File: src/rtl/tre_pkg.sv
package tre_pkg;

  typedef enum logic [1:0] {
    TY_INT32 = 2'd0,
    TY_FP32  = 2'd1,
    TY_FP16  = 2'd2,
    TY_BAD   = 2'd3
  } elem_type_e;

  typedef enum logic [1:0] {
    ST_IDLE  = 2'd0,
    ST_RUN   = 2'd1,
    ST_DRAIN = 2'd2
  } eng_state_e;

  function automatic logic [31:0] rect_int32(input logic [31:0] x);
    return x[31] ? 32'd0 : x;
  endfunction

  function automatic logic [31:0] rect_fp32(input logic [31:0] x);
    logic nan;
    nan = (&x[30:23]) && (|x[22:0]);
    return (x[31] && !nan) ? 32'd0 : x;
  endfunction

  function automatic logic [15:0] rect_fp16(input logic [15:0] x);
    logic nan;
    nan = (&x[14:10]) && (|x[9:0]);
    return (x[15] && !nan) ? 16'd0 : x;
  endfunction

endpackage

File: src/rtl/tre_rectify.sv
module tre_rectify
  import tre_pkg::*;
(
  input  elem_type_e  kind,
  input  logic [31:0] din,
  output logic [31:0] dout
);
  localparam int LANES = 2;
  localparam int LW    = 32 / LANES;

  logic [31:0] half_res;

  genvar k;
  generate
    for (k = 0; k < LANES; k++) begin : g_lane
      assign half_res[k*LW +: LW] = rect_fp16(din[k*LW +: LW]);
    end
  endgenerate

  always_comb begin
    unique case (kind)
      TY_INT32: dout = rect_int32(din);
      TY_FP32:  dout = rect_fp32(din);
      TY_FP16:  dout = half_res;
      default:  dout = din;
    endcase
  end
endmodule

File: src/rtl/tre_walker.sv
module tre_walker #(
  parameter int AW = 10,
  parameter int DW = 8
) (
  input  logic          clk,
  input  logic          rst_n,
  input  logic          clear,
  input  logic          step,
  input  logic          half,
  input  logic [DW-1:0] cols,
  input  logic [DW-1:0] vrows,
  input  logic [DW-1:0] vcols,
  output logic [AW-1:0] off,
  output logic [1:0]    mask,
  output logic          last
);
  logic [DW-1:0] row_q, wcol_q;
  logic [AW-1:0] row_off_q;
  logic [DW:0]   wc_ext;
  logic [DW-1:0] word_cols;
  logic [AW-1:0] stride;
  logic          last_col, last_row;

  assign wc_ext    = half ? (({1'b0, vcols} + 1'b1) >> 1) : {1'b0, vcols};
  assign word_cols = wc_ext[DW-1:0];
  assign stride    = half ? AW'(cols >> 1) : AW'(cols);
  assign last_col  = (wcol_q == word_cols - 1'b1);
  assign last_row  = (row_q == vrows - 1'b1);
  assign last      = last_col && last_row;
  assign off       = row_off_q + AW'(wcol_q);
  assign mask      = (half && last_col && vcols[0]) ? 2'b01 : 2'b11;

  always_ff @(posedge clk) begin
    if (!rst_n || clear) begin
      row_q     <= '0;
      wcol_q    <= '0;
      row_off_q <= '0;
    end else if (step) begin
      if (last_col) begin
        wcol_q    <= '0;
        row_q     <= row_q + 1'b1;
        row_off_q <= row_off_q + stride;
      end else begin
        wcol_q <= wcol_q + 1'b1;
      end
    end
  end
endmodule

File: src/rtl/tile_relu_engine.sv
module tile_relu_engine
  import tre_pkg::*;
#(
  parameter int AW = 10,
  parameter int DW = 8
) (
  input  logic          clk,
  input  logic          rst_n,
  input  logic          start,
  input  logic [1:0]    cmd_type,
  input  logic [AW-1:0] cmd_src_base,
  input  logic [AW-1:0] cmd_dst_base,
  input  logic [DW-1:0] cmd_rows,
  input  logic [DW-1:0] cmd_cols,
  input  logic [DW-1:0] cmd_vrows,
  input  logic [DW-1:0] cmd_vcols,
  output logic          busy,
  output logic          done,
  output logic          error,
  output logic          src_rd_en,
  output logic [AW-1:0] src_rd_addr,
  input  logic [31:0]   src_rd_data,
  output logic          dst_wr_en,
  output logic [AW-1:0] dst_wr_addr,
  output logic [31:0]   dst_wr_data,
  output logic [1:0]    dst_wr_half
);
  eng_state_e    state_q;
  elem_type_e    typ_q;
  logic [AW-1:0] src_base_q, dst_base_q;
  logic [DW-1:0] cols_q, vrows_q, vcols_q;
  logic          done_q, err_q;

  logic          accept, refuse, empty;
  logic [AW-1:0] w_off;
  logic [1:0]    w_mask;
  logic          w_last;

  logic          s1_vld, s1_last;
  logic [AW-1:0] s1_off;
  logic [1:0]    s1_mask;
  logic          s2_last;
  logic [31:0]   rect_word;

  assign accept = start && (state_q == ST_IDLE);
  assign refuse = (cmd_type == TY_BAD) || (cmd_vrows > cmd_rows) ||
                  (cmd_vcols > cmd_cols) ||
                  ((cmd_type == TY_FP16) && cmd_cols[0]);
  assign empty  = (cmd_vrows == '0) || (cmd_vcols == '0);

  tre_walker #(.AW(AW), .DW(DW)) u_walk (
    .clk   (clk),
    .rst_n (rst_n),
    .clear (accept),
    .step  (state_q == ST_RUN),
    .half  (typ_q == TY_FP16),
    .cols  (cols_q),
    .vrows (vrows_q),
    .vcols (vcols_q),
    .off   (w_off),
    .mask  (w_mask),
    .last  (w_last)
  );

  tre_rectify u_rect (
    .kind (typ_q),
    .din  (src_rd_data),
    .dout (rect_word)
  );

  assign src_rd_en   = (state_q == ST_RUN);
  assign src_rd_addr = src_base_q + w_off;
  assign busy        = (state_q != ST_IDLE);
  assign done        = done_q;
  assign error       = err_q;

  always_ff @(posedge clk) begin
    if (!rst_n) begin
      state_q    <= ST_IDLE;
      typ_q      <= TY_INT32;
      src_base_q <= '0;
      dst_base_q <= '0;
      cols_q     <= '0;
      vrows_q    <= '0;
      vcols_q    <= '0;
      done_q     <= 1'b0;
      err_q      <= 1'b0;
    end else begin
      done_q <= 1'b0;
      err_q  <= 1'b0;
      unique case (state_q)
        ST_IDLE: if (accept) begin
          typ_q      <= elem_type_e'(cmd_type);
          src_base_q <= cmd_src_base;
          dst_base_q <= cmd_dst_base;
          cols_q     <= cmd_cols;
          vrows_q    <= cmd_vrows;
          vcols_q    <= cmd_vcols;
          if (refuse) begin
            err_q  <= 1'b1;
            done_q <= 1'b1;
          end else if (empty) begin
            done_q <= 1'b1;
          end else begin
            state_q <= ST_RUN;
          end
        end
        ST_RUN: if (w_last) state_q <= ST_DRAIN;
        ST_DRAIN: if (dst_wr_en && s2_last) begin
          state_q <= ST_IDLE;
          done_q  <= 1'b1;
        end
        default: state_q <= ST_IDLE;
      endcase
    end
  end

  always_ff @(posedge clk) begin
    if (!rst_n) begin
      s1_vld      <= 1'b0;
      s1_last     <= 1'b0;
      s1_off      <= '0;
      s1_mask     <= '0;
      dst_wr_en   <= 1'b0;
      dst_wr_addr <= '0;
      dst_wr_data <= '0;
      dst_wr_half <= '0;
      s2_last     <= 1'b0;
    end else begin
      s1_vld      <= src_rd_en;
      s1_last     <= src_rd_en && w_last;
      s1_off      <= w_off;
      s1_mask     <= w_mask;
      dst_wr_en   <= s1_vld;
      dst_wr_addr <= dst_base_q + s1_off;
      dst_wr_data <= rect_word;
      dst_wr_half <= s1_mask;
      s2_last     <= s1_vld && s1_last;
    end
  end
endmodule

File: config.mk
export PLATFORM = sky130hd
export DESIGN_NAME = tile_relu_engine
export DESIGN_NICKNAME = d
export VERILOG_FILES = /design/src/rtl/tre_pkg.sv /design/src/rtl/tre_rectify.sv /design/src/rtl/tre_walker.sv /design/src/rtl/tile_relu_engine.sv
export SDC_FILE = /design/constraint.sdc
export NUM_CORES = 1
export LEC_CHECK = 0
export ABC_AREA = 1
export CORE_ASPECT_RATIO = 1.1
export CORE_MARGIN = 4
export CORE_UTILIZATION = 50
export CTS_CLUSTER_SIZE = 40
export DETAILED_ROUTE_END_ITERATION = 16
export DONT_BUFFER_PORTS = 1
export SETUP_SLACK_MARGIN = 0.02
export SLEW_MARGIN = 20
export SYNTH_ARGS = -nofsm -noshare
export SYNTH_HDL_FRONTEND = slang
export SYNTH_SLANG_ARGS = --single-unit
File: constraint.sdc
create_clock -name clk -period 9 [get_ports clk]
set_clock_uncertainty 0.2 [all_clocks]
set_input_delay 0.9 -clock clk [delete_from_list [all_inputs] [get_ports clk]]
set_output_delay 0.9 -clock clk [all_outputs]
set_load 0.01 [all_outputs]
# --- After elaboration in Yosys (flattened, before gate mapping) ---
# Cells that the tools add are included.
classes:
  addsub: 9
  magnitude_cmp: 2
  n_eq_ne: 13
  n_mux: 21
  n_reduce_logical: 38
op_table:
  columns: ["cell", "count"]
  rows:
  - ["32-bit one-hot mux with 3 select lines", 1]
  - ["16-bit 2-to-1 mux", 2]
  - ["32-bit 2-to-1 mux", 1]
  - ["31-bit 2-to-1 mux", 1]
  - ["10-bit adder", 3]
  - ["8-bit 2-to-1 mux", 3]
  - ["23-bit OR reduction", 1]
  - ["10-bit OR reduction", 2]
  - ["8-bit by 1-bit adder with 8-bit output, second input constant", 2]
  - ["8-bit == test", 2]
  - ["8-bit greater-than comparator", 2]
  - ["8-bit logical NOT", 2]
  - ["8-bit by 1-bit subtractor with 8-bit output, second input constant", 2]
  - ["5-bit AND reduction", 3]
  - ["1-bit logical AND", 14]
  - ["2-bit 2-to-1 mux", 6]
  - ["10-bit by 8-bit adder with 10-bit output", 1]
  - ["8-bit by 1-bit adder with 9-bit output, second input constant", 1]
  - ["2-bit == test, second input constant", 4]
  - ["8-bit AND reduction", 1]
  - ["2-bit != test, second input constant", 3]
  - ["2-bit one-hot mux with 3 select lines", 1]
  - ["1-bit logical OR", 5]
  - ["1-bit 2-to-1 mux", 5]
  - ["8 further kinds", 15]
totals:
  register_bits: 136
  in_bits: 89
  out_inout_bits: 59
  elab_cells: 104

# --- Longest topological paths before layout ---
logic_depth:
  depth_word: 7
  ltp_mapped: 20
  ltp_nobuf: 20

# --- Hierarchy ---
# From an unflattened synthesis, not the netlist that was laid out.
unflattened:
  cells_unflattened: 1173
  hier_area_um2: 8159.1
by_module_without_submodules:
  columns: ["mod", "instances", "cells_per_inst", "area_each_um2", "seq_area_each_um2"]
  rows:
  - ["tile_relu_engine", 1, 592, 4683.2, 2202.1]
  - ["tre_walker", 1, 465, 2906.5, 520.5]
  - ["tre_rectify", 1, 116, 569.3, 0.0]

# --- Least setup slack after synthesis ---
# No wires, ideal clock.
synth_path:
  kind: "register to output"
  from: "register u_walk.wcol_q[0]"
  to: "output port src_rd_addr[9]"
  t_arrival_ps: 2960
  t_required_ps: 7900
  setup_slack_ps: 4940
  stages_incl_launch_ff: 20
  n_path_buf: 0
  path_cell_list: "dfxtp_1 > ha_1 > fa_1 > nand2_1 > inv_1 > o21ai_0 > nand2_1 > a21oi_1 > o21bai_1 > xor2_1 > inv_1 > ha_1 > nand2_1 > o21ai_0 > a21oi_1 > o21bai_1 > nor2_1 > o21ai_0 > inv_1 > nor2_1"
synth_between:
  elab_chain_len: 2
synth_lines:
  columns: ["element", "line_no", "source"]
  rows:
  - ["start: declaration", "tre_walker.sv:17", "logic [DW-1:0] row_q, wcol_q;"]
  - ["start signal: assignment", "tre_walker.sv:44", "wcol_q <= wcol_q + 1'b1;"]
  - ["10-bit by 8-bit adder with 10-bit output", "tre_walker.sv:30", "assign off = row_off_q + AW'(wcol_q);"]
  - ["via u_walk.off[6]", "tre_walker.sv:13", "output logic [AW-1:0] off,"]
  - ["10-bit adder", "tile_relu_engine.sv:72", "assign src_rd_addr = src_base_q + w_off;"]
  - ["end: declaration", "tile_relu_engine.sv:21", "output logic [AW-1:0] src_rd_addr,"]
# The timed path passes the listed nets, and every way through them passes these cells.

# --- Worst setup path in the final report ---
# Ends and elaborated chain as after synthesis.

==> impl_metrics.env <==
export IMPL_path_max_fanout=5
export IMPL_grt_pass1_vias=5939
export IMPL_yosysTopAreaCellShare_pct=36.3
export IMPL_drt_pass1_iter_count=5
export IMPL_drv_cap=0
export IMPL_fin_nets=1146
export IMPL_syn_area_um2=7490
export IMPL_swShare_pct=26.7
export IMPL_grt_max_degree=48
export IMPL_path_class="flop to output pin"
export IMPL_grt_pass1_wl_mm=30.0
export IMPL_ys_top_cells_by_count="205 x nand2_1, 142 x inv_1, 136 x dfxtp_1, 81 x nor2_1, 75 x a21oi_1"
export IMPL_num_antenna_cells=0
export IMPL_start_util_pct=51.4
export IMPL_cts_root_buf="clkbuf_16"
export IMPL_yosysMostFrequentCell="nand2_1"
export IMPL_cp_required_ns=7.90
export IMPL_grt_ovfl_total=0
export IMPL_synth_warnings=0
export IMPL_cp_arrival_ns=3.69
export IMPL_status="finished, final reports clean"
export IMPL_endpoint_kind="output pin"
export IMPL_syn_inst=1010
export IMPL_cts_tree="built"
export IMPL_finalSetupViolCount=0
export IMPL_hold_path_class="flop to flop"
export IMPL_cpPeakStageDelay_ns=0.38
export IMPL_antenna_found_initial=0
export IMPL_relSlewSlack_pct=37.9
export IMPL_remaining_drc_errors=0
export IMPL_ys_seq_area_share_pct=36.3
export IMPL_async_flop_share_pct=0
export IMPL_wirelength_mm=18.5
export IMPL_fmax_mhz=209
export IMPL_syn_to_final_growth_pct=9.57
export IMPL_synth_edff_count=0
export IMPL_seqPwrFrac_pct=42.1
export IMPL_core_area_um2=14600
export IMPL_cts_htree_levels=4
export IMPL_final_max_slew_viol_count=0
export IMPL_hpwl_mm=14.0
export IMPL_dieArea_um2=17000
export IMPL_ys_top_cells_by_area="dfxtp_1 36%, nand2_1 10%, ha_1 9.2%"
export IMPL_grt_use_total_pct=21.7
export IMPL_num_vias=6381
export IMPL_leakage_nw=3.80
export IMPL_period_needed_ns=4.79
export IMPL_place_congestion=0.861
export IMPL_syn_num_nets=1158
export IMPL_avgViaCountPerCell=5.30
export IMPL_power_mw=1.55
export IMPL_fp_row_count=46
export IMPL_cp_slowest_cell="fa_1"
export IMPL_clockBufferDepth=2
export IMPL_antenna_left=0
export IMPL_nFillCells=1412
export IMPL_worst_slew_pin_slew_ns=0.928
export IMPL_pwr_share_comb_pct=11.7
export IMPL_io_pins=148
export IMPL_holdWs_ns=0.207
export IMPL_path_cells="ha_1, fa_1, nand2_1, inv_1, o21ai_0, nand2_1, a21oi_1, o21bai_1, xor2_1, inv_1, ha_1, nand2_1, o21ai_0, a21oi_1, o21bai_1, nor2_1, o21ai_0, inv_1, nor2_1"
export IMPL_die_h_um=136
export IMPL_numCtsBuffers=17
export IMPL_portBuffers=0
export IMPL_hold_viol_final=0
export IMPL_placed_area_um2=7590
export IMPL_fp_dieW_um=125
export IMPL_intPower_mw=1.14
export IMPL_clk_pin_slew_ns=0.06
export IMPL_final_area_um2=8210
export IMPL_ys_ff_latch=136
export IMPL_p_sw_mw=0.414
export IMPL_syn_area_per_cell_um2=7.42
export IMPL_yosysTopAreaCell="dfxtp_1"
export IMPL_post_route_period_util_pct=53.2
export IMPL_initialDrtViolationCount=369
export IMPL_pwr_share_clk_pct=46.2
export IMPL_vdd_drop_max_mv=0.166
export IMPL_cts_hold_buf=0
export IMPL_ys_types=45
export IMPL_clock_sinks=136
export IMPL_drive_gt1_share_pct=6.73
export IMPL_cp_start_kind="flop"
export IMPL_powerDensity_nw_per_um2=189
export IMPL_wire_per_inst_um=15.4
export IMPL_rsz0062_at_grt="false"
export IMPL_fin_tns_setup_ns=0
export IMPL_clk_latency_ns=0.41
export IMPL_cts_resized_gates=0
export IMPL_postCtsSetupBuffers=0
export IMPL_synth_ff_type="dfxtp_1"
## metal layers
layer / global-route usage, % / part of all wire (%) / vias up
li1: - / - / 3297
met1: 27.5 / 44 / 2869
met2: 36.6 / 47 / 190
met3: 5.66 / 6.9 / 25
met4: 6.70 / 1.7 / 0
met5: 0 / 0 / -
## logic make-up (layout without fill, tap and decap cells)
logic type / count (synthesis) / after routing / share of synthesized area [%]
AOI/OAI and AO/OA: 173 / 173 / 13.4
and+or+nand+nor: 411 / 411 / 24.6
adders and majority gates: 59 / 59 / 10.3
buffers and inverters: 184 / 185 / 9.84
DFF: 136 / 136 / 36.3
xor gates and xnor gates: 47 / 47 / 5.50
## final timing paths
kind	cells past startpoint	slack [ns]	start	end
max	19	4.21	u_walk.wcol_q[0]	src_rd_addr[9]
min	2	0.21	s1_last	s2_last
max reg2reg	17	5.55	typ_q[1]	u_walk.row_off_q[3]
min reg2reg	2	0.21	s1_last	s2_last
## cells in the final DEF, fill, tap and decap left out, types with 2 or more instances in the layout
cell        netlist  routed
nor2_4            4       4
nor2_2            2       4
o21ai_1           2       2
nand2_2           8       8
xnor2_1          17      17
nand2_1         205     205
nand3_2           6       6
a22o_1           20      20
fa_1              4       4
ha_1             55      55
a21oi_1          75      74
inv_6             0       4
dfxtp_1         136     136
o21bai_1          5       5
o21ai_0          46      46
xor2_1           30      30
clkinvlp_4        0       4
inv_2             5       5
nand4_1          35      35
bufinv_16         0       3
nor4_1            6       6
nand3_1          46      46
nand3b_1          2       2
nor2_1           81      79
o22ai_1          13      13
inv_1           142     142
nor3_1           12      12
buf_4             5       5
clkbuf_16         0      17
## state kept, by name (all words and copies together) (netlist names), 8 cells and up
register	count
dst_wr_data	32
cols_q	8
u_walk.row_q	8
s1_off	10
vcols_q	8
dst_base_q	10
dst_wr_addr	10
vrows_q	8
u_walk.row_off_q	10
src_base_q	10
u_walk.wcol_q	8
## area by class of cell
type	count	area [µm²]	share of cell area (%)
clock buffer	19	443	5.40
clock inverter	13	169	2.06
inverter	148	556	6.77
multi-input combinational	690	4040	49.2
sequential	136	2720	33.2
tap	192	240	2.93
timing repair buffer	5	37.5	0.457
## power groups by stage
stage          Combinational [mW]  Sequential, mW  Clock, mW
2_1_floorplan               0.153           0.659          0
3_5_place_dp                0.181           0.666          0
6_report                    0.181           0.653      0.717
4_1_cts                     0.182           0.653      0.731
5_1_grt                     0.207           0.656      0.755
3_3_place_gp                0.181           0.666          0
## per-stage QoR
stage | util, % | cells | setup slack (ns)
2_1_floorplan | - | 1010 | 4.94
3_3_place_gp | 52.1 | 1171 | 4.69
3_5_place_dp | 52.1 | 1171 | 4.62
4_1_cts | 56.3 | 1203 | 4.17
5_1_grt | 56.4 | 1203 | 3.70
6_report | 56.4 | 1203 | 4.21
## worst max-delay path, delay by kind of cell, from the launching register on
family / cells / cell delay [ns]
buffers and inverters: 3 / 0.18
adders and majority gates: 3 / 0.95
and+or+nand+nor: 5 / 0.49
DFF: 1 / 0.36
xor gates and xnor gates: 1 / 0.22
AOI/OAI and AO/OA: 7 / 1.06
No activity file was read; power rests on OpenSTA's default activity.
